[src/rtl/ccd_seq_pkg.sv]
package ccd_seq_pkg;

  typedef enum logic [2:0] {
    ST_IDLE,
    ST_SHUT,
    ST_INTEG,
    ST_XFER,
    ST_ROW,
    ST_LINE,
    ST_DONE
  } seq_state_e;

endpackage

[src/rtl/ccd_dur_limit.sv]
module ccd_dur_limit #(
  parameter int W = 16,
  parameter logic [W-1:0] LO = 1,
  parameter logic [W-1:0] HI = {W{1'b1}}
) (
  input  logic [W-1:0] val_i,
  output logic [W-1:0] val_o
);

  always_comb begin
    if (val_i < LO)      val_o = LO;
    else if (val_i > HI) val_o = HI;
    else                 val_o = val_i;
  end

endmodule

[src/rtl/ccd_tick_timer.sv]
module ccd_tick_timer #(
  parameter int W = 16
) (
  input  logic         clk_i,
  input  logic         rst_ni,
  input  logic         clr_i,
  output logic [W-1:0] cnt_o
);

  always_ff @(posedge clk_i or negedge rst_ni) begin
    if (!rst_ni)    cnt_o <= '0;
    else if (clr_i) cnt_o <= '0;
    else            cnt_o <= cnt_o + 1'b1;
  end

endmodule

[src/rtl/ccd_line_gen.sv]
module ccd_line_gen #(
  parameter int W         = 16,
  parameter int CLAMP_CYC = 28
) (
  input  logic         run_i,
  input  logic         byp_i,
  input  logic [W-1:0] pos_i,
  output logic         h1_o,
  output logic         h2_o,
  output logic         mult_en_o,
  output logic         clamp_o,
  output logic         rg_low_o
);

  // parked: phase 1 high, phase 2 low
  assign h1_o      = run_i ? pos_i[0]  : 1'b1;
  assign h2_o      = run_i ? ~pos_i[0] : 1'b0;
  assign mult_en_o = run_i & ~byp_i;
  assign clamp_o   = run_i && (pos_i < W'(CLAMP_CYC));
  assign rg_low_o  = run_i && (pos_i == '0);

endmodule

[src/rtl/ccd_frame_seq.sv]
module ccd_frame_seq
  import ccd_seq_pkg::*;
#(
  parameter int UNIT_TICKS = 10,
  parameter int DUR_W      = 16,
  parameter int ROW_W      = 12,
  parameter int PIX_W      = 12,
  parameter int CLAMP_CYC  = 28
) (
  input  logic             clk_i,
  input  logic             rst_ni,
  input  logic             start_i,
  input  logic             bypass_i,
  input  logic [DUR_W-1:0] shut_ticks_i,
  input  logic [DUR_W-1:0] integ_ticks_i,
  input  logic [DUR_W-1:0] xfer_ticks_i,
  input  logic [DUR_W-1:0] rowt_ticks_i,
  input  logic [ROW_W-1:0] rows_i,
  input  logic [PIX_W-1:0] pixels_i,
  output logic             shutter_o,
  output logic             v1_high_o,
  output logic             vshift_o,
  output logic             h_run_o,
  output logic             h1_o,
  output logic             h2_o,
  output logic             mult_en_o,
  output logic             clamp_o,
  output logic             rg_low_o,
  output logic             busy_o,
  output logic             done_o
);

  localparam int SHUT_MIN = 2 * UNIT_TICKS;
  localparam int SHUT_MAX = 10 * UNIT_TICKS;
  localparam int XFER_MAX = 5 * UNIT_TICKS;
  localparam int ROWT_MIN = (12 * UNIT_TICKS) / 10;
  localparam int ROWT_MAX = 4 * UNIT_TICKS;
  localparam int CNT_W    = (DUR_W > PIX_W) ? DUR_W : PIX_W;

  seq_state_e state_q, state_d;

  logic [DUR_W-1:0] shut_lim, integ_lim, xfer_lim, rowt_lim;
  logic [ROW_W-1:0] rows_lim;
  logic [PIX_W-1:0] pix_lim;

  logic [DUR_W-1:0] shut_q, integ_q, xfer_q, rowt_q;
  logic [ROW_W-1:0] rows_q, row_idx_q;
  logic [PIX_W-1:0] pix_q;
  logic             byp_q;

  logic [CNT_W-1:0] cnt, len;
  logic             last, clr, accept;

  ccd_dur_limit #(.W(DUR_W), .LO(DUR_W'(SHUT_MIN)), .HI(DUR_W'(SHUT_MAX)))
    u_lim_shut (.val_i(shut_ticks_i), .val_o(shut_lim));
  ccd_dur_limit #(.W(DUR_W), .LO(DUR_W'(1)), .HI({DUR_W{1'b1}}))
    u_lim_integ (.val_i(integ_ticks_i), .val_o(integ_lim));
  ccd_dur_limit #(.W(DUR_W), .LO(DUR_W'(1)), .HI(DUR_W'(XFER_MAX)))
    u_lim_xfer (.val_i(xfer_ticks_i), .val_o(xfer_lim));
  ccd_dur_limit #(.W(DUR_W), .LO(DUR_W'(ROWT_MIN)), .HI(DUR_W'(ROWT_MAX)))
    u_lim_rowt (.val_i(rowt_ticks_i), .val_o(rowt_lim));
  ccd_dur_limit #(.W(ROW_W), .LO(ROW_W'(1)), .HI({ROW_W{1'b1}}))
    u_lim_rows (.val_i(rows_i), .val_o(rows_lim));
  ccd_dur_limit #(.W(PIX_W), .LO(PIX_W'(1)), .HI({PIX_W{1'b1}}))
    u_lim_pix (.val_i(pixels_i), .val_o(pix_lim));

  assign accept = (state_q == ST_IDLE) && start_i;

  // config captured once per frame
  always_ff @(posedge clk_i or negedge rst_ni) begin
    if (!rst_ni) begin
      shut_q  <= DUR_W'(SHUT_MIN);
      integ_q <= DUR_W'(1);
      xfer_q  <= DUR_W'(1);
      rowt_q  <= DUR_W'(ROWT_MIN);
      rows_q  <= ROW_W'(1);
      pix_q   <= PIX_W'(1);
      byp_q   <= 1'b0;
    end else if (accept) begin
      shut_q  <= shut_lim;
      integ_q <= integ_lim;
      xfer_q  <= xfer_lim;
      rowt_q  <= rowt_lim;
      rows_q  <= rows_lim;
      pix_q   <= pix_lim;
      byp_q   <= bypass_i;
    end
  end

  always_comb begin
    len = CNT_W'(1);
    unique case (state_q)
      ST_SHUT:  len = CNT_W'(shut_q);
      ST_INTEG: len = CNT_W'(integ_q);
      ST_XFER:  len = CNT_W'(xfer_q);
      ST_ROW:   len = CNT_W'(rowt_q);
      ST_LINE:  len = CNT_W'(pix_q);
      default:  len = CNT_W'(1);
    endcase
  end

  assign last = (cnt == len - 1'b1);

  always_comb begin
    state_d = state_q;
    unique case (state_q)
      ST_IDLE:  if (start_i) state_d = ST_SHUT;
      ST_SHUT:  if (last) state_d = ST_INTEG;
      ST_INTEG: if (last) state_d = ST_XFER;
      ST_XFER:  if (last) state_d = ST_ROW;
      ST_ROW:   if (last) state_d = ST_LINE;
      ST_LINE:  if (last) state_d = (row_idx_q == rows_q - 1'b1) ? ST_DONE : ST_ROW;
      ST_DONE:  state_d = ST_IDLE;
      default:  state_d = ST_IDLE;
    endcase
  end

  // every step and every line restarts the tick count
  assign clr = (state_d != state_q);

  always_ff @(posedge clk_i or negedge rst_ni) begin
    if (!rst_ni) begin
      state_q   <= ST_IDLE;
      row_idx_q <= '0;
    end else begin
      state_q <= state_d;
      if (state_q == ST_XFER)                row_idx_q <= '0;
      else if (state_q == ST_LINE && last)   row_idx_q <= row_idx_q + 1'b1;
    end
  end

  ccd_tick_timer #(.W(CNT_W)) u_timer (
    .clk_i (clk_i),
    .rst_ni(rst_ni),
    .clr_i (clr),
    .cnt_o (cnt)
  );

  assign h_run_o = (state_q == ST_LINE);

  ccd_line_gen #(.W(CNT_W), .CLAMP_CYC(CLAMP_CYC)) u_line (
    .run_i    (h_run_o),
    .byp_i    (byp_q),
    .pos_i    (cnt),
    .h1_o     (h1_o),
    .h2_o     (h2_o),
    .mult_en_o(mult_en_o),
    .clamp_o  (clamp_o),
    .rg_low_o (rg_low_o)
  );

  assign shutter_o = (state_q == ST_SHUT);
  assign v1_high_o = (state_q == ST_XFER);
  assign vshift_o  = (state_q == ST_ROW);
  assign busy_o    = (state_q != ST_IDLE);
  assign done_o    = (state_q == ST_DONE);

endmodule

[config.mk]
export PLATFORM = sky130hd
export DESIGN_NAME = ccd_frame_seq
export DESIGN_NICKNAME = d
export VERILOG_FILES = /design/src/rtl/ccd_seq_pkg.sv /design/src/rtl/ccd_dur_limit.sv /design/src/rtl/ccd_tick_timer.sv /design/src/rtl/ccd_line_gen.sv /design/src/rtl/ccd_frame_seq.sv
export SDC_FILE = /design/constraint.sdc
export NUM_CORES = 1
export LEC_CHECK = 0
export BUFFER_PORTS_ARGS = -buffer_cell sky130_fd_sc_hd__clkbuf_2
export CAP_MARGIN = 20
export CORE_MARGIN = 2
export CORE_UTILIZATION = 41
export DETAILED_ROUTE_END_ITERATION = 16
export PLACE_DENSITY = 0.6
export SLEW_MARGIN = 30
export SYNTH_ARGS = -nofsm -noshare
export SYNTH_HDL_FRONTEND = slang
export SYNTH_SLANG_ARGS = --single-unit
[constraint.sdc]
create_clock -name clk_i -period 9.37 [get_ports clk_i]
set_input_delay 1.874 -clock clk_i [delete_from_list [all_inputs] [get_ports clk_i]]
set_output_delay 1.874 -clock clk_i [all_outputs]
set_load 0.005 [all_outputs]
# After elaboration in Yosys (flattened, before gate mapping)

Cells that the tools add are included.

Register bits: 120
Output and inout port bits: 11
Word-level logic and storage cells: 73

Add/sub/neg operators: 4
Magnitude comparators: 13
Equal/unequal tests: 9
Multiplexer cells: 26
Bitwise operators: 3
Reduce and logical (&&, ||, !) cells: 8

Operators with widths:

| kind                                                                             | count |
|---|---|
| 16-bit two-way mux                                                               | 9 |
| 16-bit case mux with 5 select lines                                              | 1 |
| 12-bit two-way mux                                                               | 6 |
| 16-bit by 6-bit greater-than comparator with 1-bit output, second input constant | 2 |
| 16-bit by 1-bit < comparator with 1-bit output, second input constant            | 2 |
| 16-bit by 5-bit < comparator with 1-bit output, second input constant            | 2 |
| 12-bit greater-than comparator, second input constant                            | 2 |
| 12-bit by 1-bit < comparator with 1-bit output, second input constant            | 2 |
| 3-bit two-way mux                                                                | 6 |
| 3-bit case mux with 6 select lines                                               | 1 |
| 16-bit by 1-bit adder with 16-bit output, second input constant                  | 1 |
| 16-bit equality test                                                             | 1 |
| 16-bit greater-than comparator, second input constant                            | 1 |
| 16-bit by 7-bit greater-than comparator with 1-bit output, second input constant | 1 |
| 16-bit zero test                                                                 | 1 |
| 16-bit by 4-bit < comparator with 1-bit output, second input constant            | 1 |
| 16-bit by 1-bit subtractor with 16-bit output, second input constant             | 1 |
| 12-bit by 1-bit adder with 12-bit output, second input constant                  | 1 |
| 12-bit equality test                                                             | 1 |
| 12-bit by 1-bit subtractor with 12-bit output, second input constant             | 1 |
| 3-bit equality test, second input constant                                       | 3 |
| 3-bit by 2-bit equality test with 1-bit output, second input constant            | 2 |
| 1-bit logical AND                                                                | 4 |
| 3-bit by 1-bit equality test with 1-bit output, second input constant            | 1 |
| 8 further kinds                                                                  | 10 |

# Depth between registers and ports, before layout

Gate-level depths: netlist (run 1).

Depth after elaboration: 8
Depth in mapped cells: 20
Gate-level depth less buffers: 15

# By module

A second synthesis (run 1) with hierarchy kept.

Cells, all modules: 836
Area, all modules: 8119.0 sq um

By module, submodules not included:

| module                        | times used | cells an instance | area an instance (sq um) |
|---|---|---|---|
| ccd_frame_seq                 | 1          | 602               | 6403.6 |
| ccd_tick_timer                | 1          | 79                | 782.0 |
| ccd_dur_limit (u_lim_shut)    | 1          | 33                | 220.2 |
| ccd_dur_limit (u_lim_rowt)    | 1          | 31                | 209.0 |
| ccd_dur_limit (u_lim_xfer)    | 1          | 29                | 206.4 |
| ccd_dur_limit (u_lim_pix ...) | 2          | 15                | 67.6 |
| ccd_dur_limit (u_lim_integ)   | 1          | 20                | 90.1 |
| ccd_line_gen                  | 1          | 12                | 72.6 |

# Worst setup path before layout (run 1)

No wires, ideal clock.

Kind: register -> register
Start: reg state_q[1]
End: reg row_idx_q[10]
Arrival: 4.403 ns
Data required time: 9.292 ns
Slack: 4.888 ns
Cell stages (with the launch flop): 20
Period minus slack after synthesis: 4.482 ns
Path through: dfrtp_1 buf_6 buf_6 clkbuf_1 inv_1 ha_1 buf_4 nand4bb_1 a31oi_1 o22ai_2 ha_1 nor2b_1 a221o_1 a311oi_1 mux2i_1 mux2i_1 nand4_1 or4_4 or4_1 a21oi_1

Word-level cells in the longest chain between the ends: 6

RTL lines:

| element                                       | RTL line                                  | RTL |
|---|---|---|
| start, declared                               | ccd_frame_seq.sv:40                       | `seq_state_e state_q, state_d;` |
| start signal, assigned                        | ccd_frame_seq.sv:126                      | `state_q <= state_d;` |
| 3-bit equality test (tied with other cells)   | ccd_frame_seq.sv:92, ccd_frame_seq.sv:128 |  |
| 16-bit case mux with 5 select lines           | ccd_frame_seq.sv:92                       | `unique case (state_q)` |
| 16-bit by 1-bit subtractor with 16-bit output | ccd_frame_seq.sv:102                      | `assign last = (cnt == len - 1'b1);` |
| 16-bit equality test                          | ccd_frame_seq.sv:102                      |  |
| 1-bit logical AND                             | ccd_frame_seq.sv:128                      | `else if (state_q == ST_LINE && last) row_idx_q <= row_idx_q + 1'b1;` |
| 2-bit nonzero test (no line)                  | -                                         |  |
| end signal, assigned                          | ccd_frame_seq.sv:128                      |  |
| end, declared                                 | ccd_frame_seq.sv:47                       | `logic [ROW_W-1:0] rows_q, row_idx_q;` |

Several ways; a longest one is shown, not always the timed one.
A chain may end at the register's enable or synchronous reset.

# Final worst setup path (run 1)

Start: reg state_q[0]
End: reg u_timer.cnt_o[2]

Word-level cells in the longest chain between the ends: 8

RTL lines:

| element                                       | RTL line                                  | RTL |
|---|---|---|
| 3-bit equality test (tied with other cells)   | ccd_frame_seq.sv:92, ccd_frame_seq.sv:106 |  |
| 16-bit case mux with 5 select lines           | ccd_frame_seq.sv:92                       |  |
| 16-bit by 1-bit subtractor with 16-bit output | ccd_frame_seq.sv:102                      |  |
| 16-bit equality test                          | ccd_frame_seq.sv:102                      |  |
| 3-bit two-way mux, on equally long branches   | -                                         |  |
| 3-bit case mux with 6 select lines            | ccd_frame_seq.sv:106                      | `unique case (state_q)` |
| 3-bit != test (*)                             | ccd_frame_seq.sv:119                      | `assign clr = (state_d != state_q);` |
| 16-bit two-way mux (*)                        | ccd_tick_timer.sv:12                      | `else if (clr_i) cnt_o <= '0;` |
| end signal, assigned                          | ccd_tick_timer.sv:13                      | `else cnt_o <= cnt_o + 1'b1;` |
| end, declared                                 | ccd_tick_timer.sv:7                       | `output logic [W-1:0] cnt_o` |

Mark *: on every way between the ends. The rest lies on a longest branch, timed or not.

==> impl_metrics.tcl, run 1 <==
set metrics [dict create \
    cts_buffer_depth 2 \
    ys.flop_type "dfrtp_1" \
    ys_ff_latch 120 \
    r2r_slack_ps 4070 \
    cp.required_ps 9640 \
    drt-total-wl_um 18700 \
    grt_overflow 0 \
    drc_errors 0 \
    cts_root_buf "clkbuf_16" \
    status "completed" \
    syn-cell-area_um2 7160 \
    chipWidth_um 136 \
    rows 48 \
    power.leakage_nw 4.01 \
    rsz0062_at_grt "no" \
    switchingPower_mw 0.415 \
    finalHoldViolations 0 \
    hold_class "reg -> reg" \
    final_common_cell "nand2_1" \
    insertion_delay_ps 420 \
    tightestPinTransition_ps 956 \
    wl_per_cell_um 16.7 \
    critPathMaxFanout 56 \
    cts_post_setup_buffers_inserted 0 \
    chipHeight_um 136 \
    grt_max_degree 88 \
    gp_congestion 0.914 \
    hpwl_um 13600 \
    port_buffers 102 \
    cts_hold_buf 0 \
    synthArstFlopShare_pct 100 \
    syn_nets 902 \
    grt_usage_pct 21.1 \
    drtIter0Drc 457 \
    clk_pin_slew_ps 60 \
    critPathLaunchType "flop" \
    drive_above_1_share_pct 19.2 \
    cap_violations 0 \
    fin_crit_ps 5300 \
    internal_power_mw 1.09 \
    slew_violations 0 \
    netlist_instances 803 \
    end_kind "flop" \
    slew_headroom_pct 35.9 \
    cts_tree "yes" \
    drt_first_pass_iters 4 \
    layout.nets 986 \
    fin_worst_skew_ps 10.1 \
    fin_util_pct 48.6 \
    yosys-top-cells-area "dfrtp_1 39%, nand2_1 8.3%, mux2i_1 4.1%" \
    synth_top_area_share_pct 39.1 \
    initial_core_util_pct 41.7 \
    mostFrequentLayoutCells "157 x nand2_1, 111 x dfrtp_1, 101 x clkbuf_2" \
    synth_edf_count 0 \
    yosysWarningCount 0 \
    min_to "rowt_q[2]" \
    grt_pass1_wl_um 30200 \
    ys_seq_area_share_pct 42.1 \
    ir_drop_uv 156 \
    n_fill_cell 1702 \
    holdPathStages 2 \
    p_sw_share_pct 27.6 \
    cts_made_buffers 17 \
    p_per_area_nw_per_um2 180 \
    pwr-share-clk_pct 44.2 \
    grt_pass1_vias 5581 \
    maxClockFrequency_mhz 189 \
    postSynthAreaPerCell_um2 8.92 \
    worstSetupPathType "reg -> reg" \
    cts_sinks 120 \
    synth.distinct_cells 80 \
    num_antenna_cells 0 \
    r2r_end "u_timer.cnt_o[2]" \
    fin_setup_tns_ps 0 \
    syn_to_final_growth_pct 16.6 \
    synth.largest_area_cell "dfrtp_1" \
    reg2regPathDepth 14 \
    pwr-share-seq_pct 42.5 \
    io_pins 103 \
    design.die.area_um2 18500 \
    grt_antenna_before_repair 0 \
    combPwrFrac_pct 13.3 \
    core-area_um2 17200 \
    r2r_start "state_q[0]" \
    worstPathArrival_ps 5570 \
    num_vias 6101 \
    hp-start "rowt_q[2]" \
    viasPerCell 5.43 \
    fin_crit_sh_pct 56.6 \
    cts_resized 0 \
    htreeDepth 4 \
    antenna_left 0 \
    setup_viol 0 \
]
## state kept, by name (all words and copies together), names as in the netlist
name	count
rows_q	12
rowt_q	16
row_idx_q	12
state_q	3
integ_q	16
shut_q	16
xfer_q	16
pix_q	12
byp_q	1
u_timer.cnt_o	16
## cell families (layout without fill, tap and decap cells)
kind of cell / count (synthesis) / count (layout) / synth area share [%]
AOI/OAI and AO/OA: 135 / 135 / 13.5
muxes: 34 / 34 / 4.87
DFF: 120 / 120 / 42.1
buffers and inverters: 63 / 159 / 4.72
adders and majority gates: 8 / 8 / 1.36
xor gates and xnor gates: 47 / 47 / 6.01
and+or+nand+nor: 396 / 396 / 27.4
## cell usage after synthesis (17+ instances only)
| master | instances |
|---|---|
| inv_1 | 18 |
| and2_1 | 34 |
| a21oi_1 | 25 |
| xnor2_1 | 29 |
| xor2_1 | 17 |
| nor3_1 | 17 |
| nor2_1 | 64 |
| nor4_1 | 20 |
| nand2_1 | 158 |
| mux2i_1 | 29 |
| nand3_1 | 24 |
| dfrtp_1 | 112 |
| clkbuf_1 | 22 |
| o21ai_0 | 28 |
## worst max path at each step
stage,from,endpoint,slack (ps),depth (start not counted)
6_report,state_q[0],u_timer.cnt_o[2],4070,14
3_3_place_gp,state_q[0],u_timer.cnt_o[4],4110,14
2_1_floorplan,state_q[1],row_idx_q[10],4890,19
4_1_cts,state_q[0],u_timer.cnt_o[2],4140,14
3_5_place_dp,state_q[0],u_timer.cnt_o[9],4140,14
5_1_grt,state_q[0],u_timer.cnt_o[2],3730,14
## final cells by class
class / count / area (um2) / area share, %
Tap cell: 225 / 282 / 3.37
Sequential cell: 120 / 3010 / 36.1
Multi-Input combinational cell: 620 / 3820 / 45.8
Inverter: 20 / 75.1 / 0.899
Clock inverter: 10 / 145 / 1.74
Timing Repair Buffer: 108 / 562 / 6.73
Clock buffer: 21 / 450 / 5.39
## critical path: stages, from the launching register on
cell       delay (ps)
dfrtp_2           340
buf_4             550
nor3b_4           480
nor2b_1           240
a211oi_4          300
ha_1              300
o21ai_0           140
nor4_2            210
nand3_1           260
or4_1             580
nand3_1           120
o2111ai_1         230
nor3_2            830
o2bb2ai_2         430
nor2_1            110
## metrics by stage
step	instances	cell area, um2	hold WS (ps)	worst slack (ps)	power, mW
floorplan	803	7160	434	4890	0.765
global placement	1093	7740	447	4110	0.841
detailed placement	1093	7750	451	4140	0.844
CTS	1124	8350	460	4140	1.51
global route	1124	8350	495	3730	1.57
finish	1124	8350	457	4070	1.50
## power by group through the flow
stage                     combinational [mW]  sequential [mW]  clock (mW)
after floorplan                        0.156            0.609           0
after global placement                 0.196            0.646           0
after detailed placement               0.200            0.644           0
after CTS                              0.202            0.637       0.675
after global routing                   0.226            0.645       0.700
final                                  0.201            0.638       0.665
## routing by layer
layer	up-vias	wire length [um]	track usage (%)	part of all wire (%)
li1	2992	-	-	-
met1	2921	9230	31.0	49
met2	177	8490	32.0	45
met3	11	902	4.88	4.8
met4	0	98	3.94	0.52
met5	-	0	0	0
Note: power is estimated with default switching activity, not from simulation.
==> run 2: changes to the inputs <==
==> constraint.sdc (replaced) <==
create_clock -name clk_i -period 5.1 [get_ports clk_i]
set_input_delay 1.02 -clock clk_i [delete_from_list [all_inputs] [get_ports clk_i]]
set_output_delay 1.02 -clock clk_i [all_outputs]
set_load 0.005 [all_outputs]
==> run 2 against run 1 <==
Combinational power up 82%. Core utilization fell by 0.058 points. Clock power grew 70%. First-iteration DRC count fell by 6.6%. Sequential power rose by 83%. Critical path depth unchanged. Clock-buffer cell count fell by 2. Non-clock buffer count up 5. Hold slack gained 1.9 ps. Cell count increased by 0.53%.
==> impl_metrics.tcl, run 2 (synthesis gave the netlist of run 1 again) <==
set metrics [dict create \
    status "completed" \
    fin_setup_tns_ps 0 \
    setup_ws_ps 516 \
    grt_usage_pct 21.6 \
    ir_drop_uv 241 \
    core-area_um2 17200 \
    final_common_cell "nand2_1" \
    viasPerCell 5.42 \
    num_antenna_cells 0 \
    chipHeight_um 136 \
    grt_pass1_vias 5719 \
    final_cells 1130 \
    grt_antenna_before_repair 0 \
    cts_resized 0 \
    fin_worst_skew_ps 7.43 \
    placed_cells 1098 \
    drt_first_pass_iters 4 \
    maxClockFrequency_mhz 218 \
    critPathBufInv 1 \
    drt-total-wl_um 19000 \
    initial_core_util_pct 41.7 \
    gp_congestion 0.908 \
    cap_violations 0 \
    grt_overflow 0 \
    cts_made_buffers 17 \
    rows 48 \
    grt_pass1_wl_um 30900 \
    wl_per_cell_um 16.8 \
    chipWidth_um 136 \
    cts_post_setup_buffers_inserted 0 \
    cts_root_buf "clkbuf_16" \
    slew_headroom_pct 55.8 \
    fin_crit_ps 4580 \
    num_vias 6120 \
    antenna_left 0 \
    finalHoldViolations 0 \
    slew_violations 0 \
    end_kind "flop" \
    crit_family "simple AND/OR/NAND/NOR gates" \
    p_per_area_nw_per_um2 320 \
    critPathMaxFanout 22 \
    htreeDepth 4 \
    worstSetupPathType "reg -> reg" \
    fin_crit_sh_pct 89.9 \
    crit_top_cell "nand3_1" \
    mostFrequentLayoutCells "157 x nand2_1, 111 x dfrtp_1, 101 x clkbuf_2" \
    rsz0062_at_grt "no" \
    cp.required_ps 5400 \
    drc_errors 0 \
    syn_to_final_growth_pct 16.4 \
    tightestPinTransition_ps 657 \
    port_buffers 102 \
    io_pins 103 \
    cts_tree "yes" \
    insertion_delay_ps 420 \
    clk_pin_slew_ps 60 \
    critPathLaunchType "flop" \
    layout.nets 991 \
    drive_above_1_share_pct 19.8 \
    setup_viol 0 \
    cts_sinks 120 \
    cts_hold_buf 0 \
    worstPathArrival_ps 4890 \
    cts_buffer_depth 2 \
    slowest_delay_ps 630 \
    power.leakage_nw 4.01 \
    design.die.area_um2 18500 \
    hold_class "reg -> reg" \
    grt_max_degree 67 \
    hpwl_um 14100 \
    drtIter0Drc 427 \
    dp_slack_ps 610 \
    whs_ps 459 \
    critPathSlowestCell "dfrtp_2" \
    path_cells "nor3b_4 > nor2b_1 > a211oi_4 > ha_1 > o21ai_0 > nor4_2 > nand3_1 > or4_1 > nand3_1 > o2111ai_1 > nor3_2 > buf_4 > a31oi_1 > a41o_1" \
]
[run 2: cell types whose count changed in the layout (fill, tap and decap cells not counted)]
cell	change
bufinv_16	-2
clkinv_4	+2
clkbuf_1	-1
o2bb2ai_1	+1
clkinvlp_4	+3
buf_6	-1
o2bb2ai_2	-1
buf_4	+6
clkbuf_8	-1
[run 2: final cells by class]
type | instances | area, um2
Clock buffer | 19 | 433
Sequential cell | 120 | 3010
Timing Repair Buffer | 113 | 596
Tap cell | 225 | 282
Fill cell | 1685 | 8840
Clock inverter | 13 | 125
Inverter | 20 | 75.1
Multi-Input combinational cell | 620 | 3810
[run 2: worst min-delay path, delay by kind of cell (launching register included)]
family / cells / cell delay (ps)
DFF: 1 / 370
and+or+nand+nor: 2 / 90
[run 2: worst paths after layout]
check	startpoint	to	slack (ps)	cells after the start
max	state_q[0]	row_idx_q[5]	520	14
min	rowt_q[2]	rowt_q[2]	460	2
max reg2reg	state_q[0]	row_idx_q[5]	520	14
min reg2reg	rowt_q[2]	rowt_q[2]	460	2
max in group asynchronous	rst_ni	shut_q[2]	3550	2
min in group asynchronous	rst_ni	row_idx_q[0]	580	1
[run 2: per-layer routing]
layer	up-vias	GRT usage (%)	part of all wire, %	routed length [um]
met3	20	4.88	4.4	838
met4	0	5.84	1.6	312
met2	151	33.0	46	8640
met5	-	0	0	0
li1	3011	-	-	-
met1	2938	31.0	48	9160
[run 2: report_power, final]
part | internal (mW) | switching (mW)
clock network | 0.673 | 0.455
logic | 0.180 | 0.186
registers | 1.04 | 0.133
total | 1.89 | 0.774
[run 2: metrics by stage]
stage	power, mW	utilization (%)	cell area [um2]
after global placement	1.54	45.3	7780
final	2.67	48.6	8340
after floorplan	1.41	-	7160
after global routing	2.80	48.6	8340
after detailed placement	1.55	45.3	7780
after CTS	2.69	48.6	8340
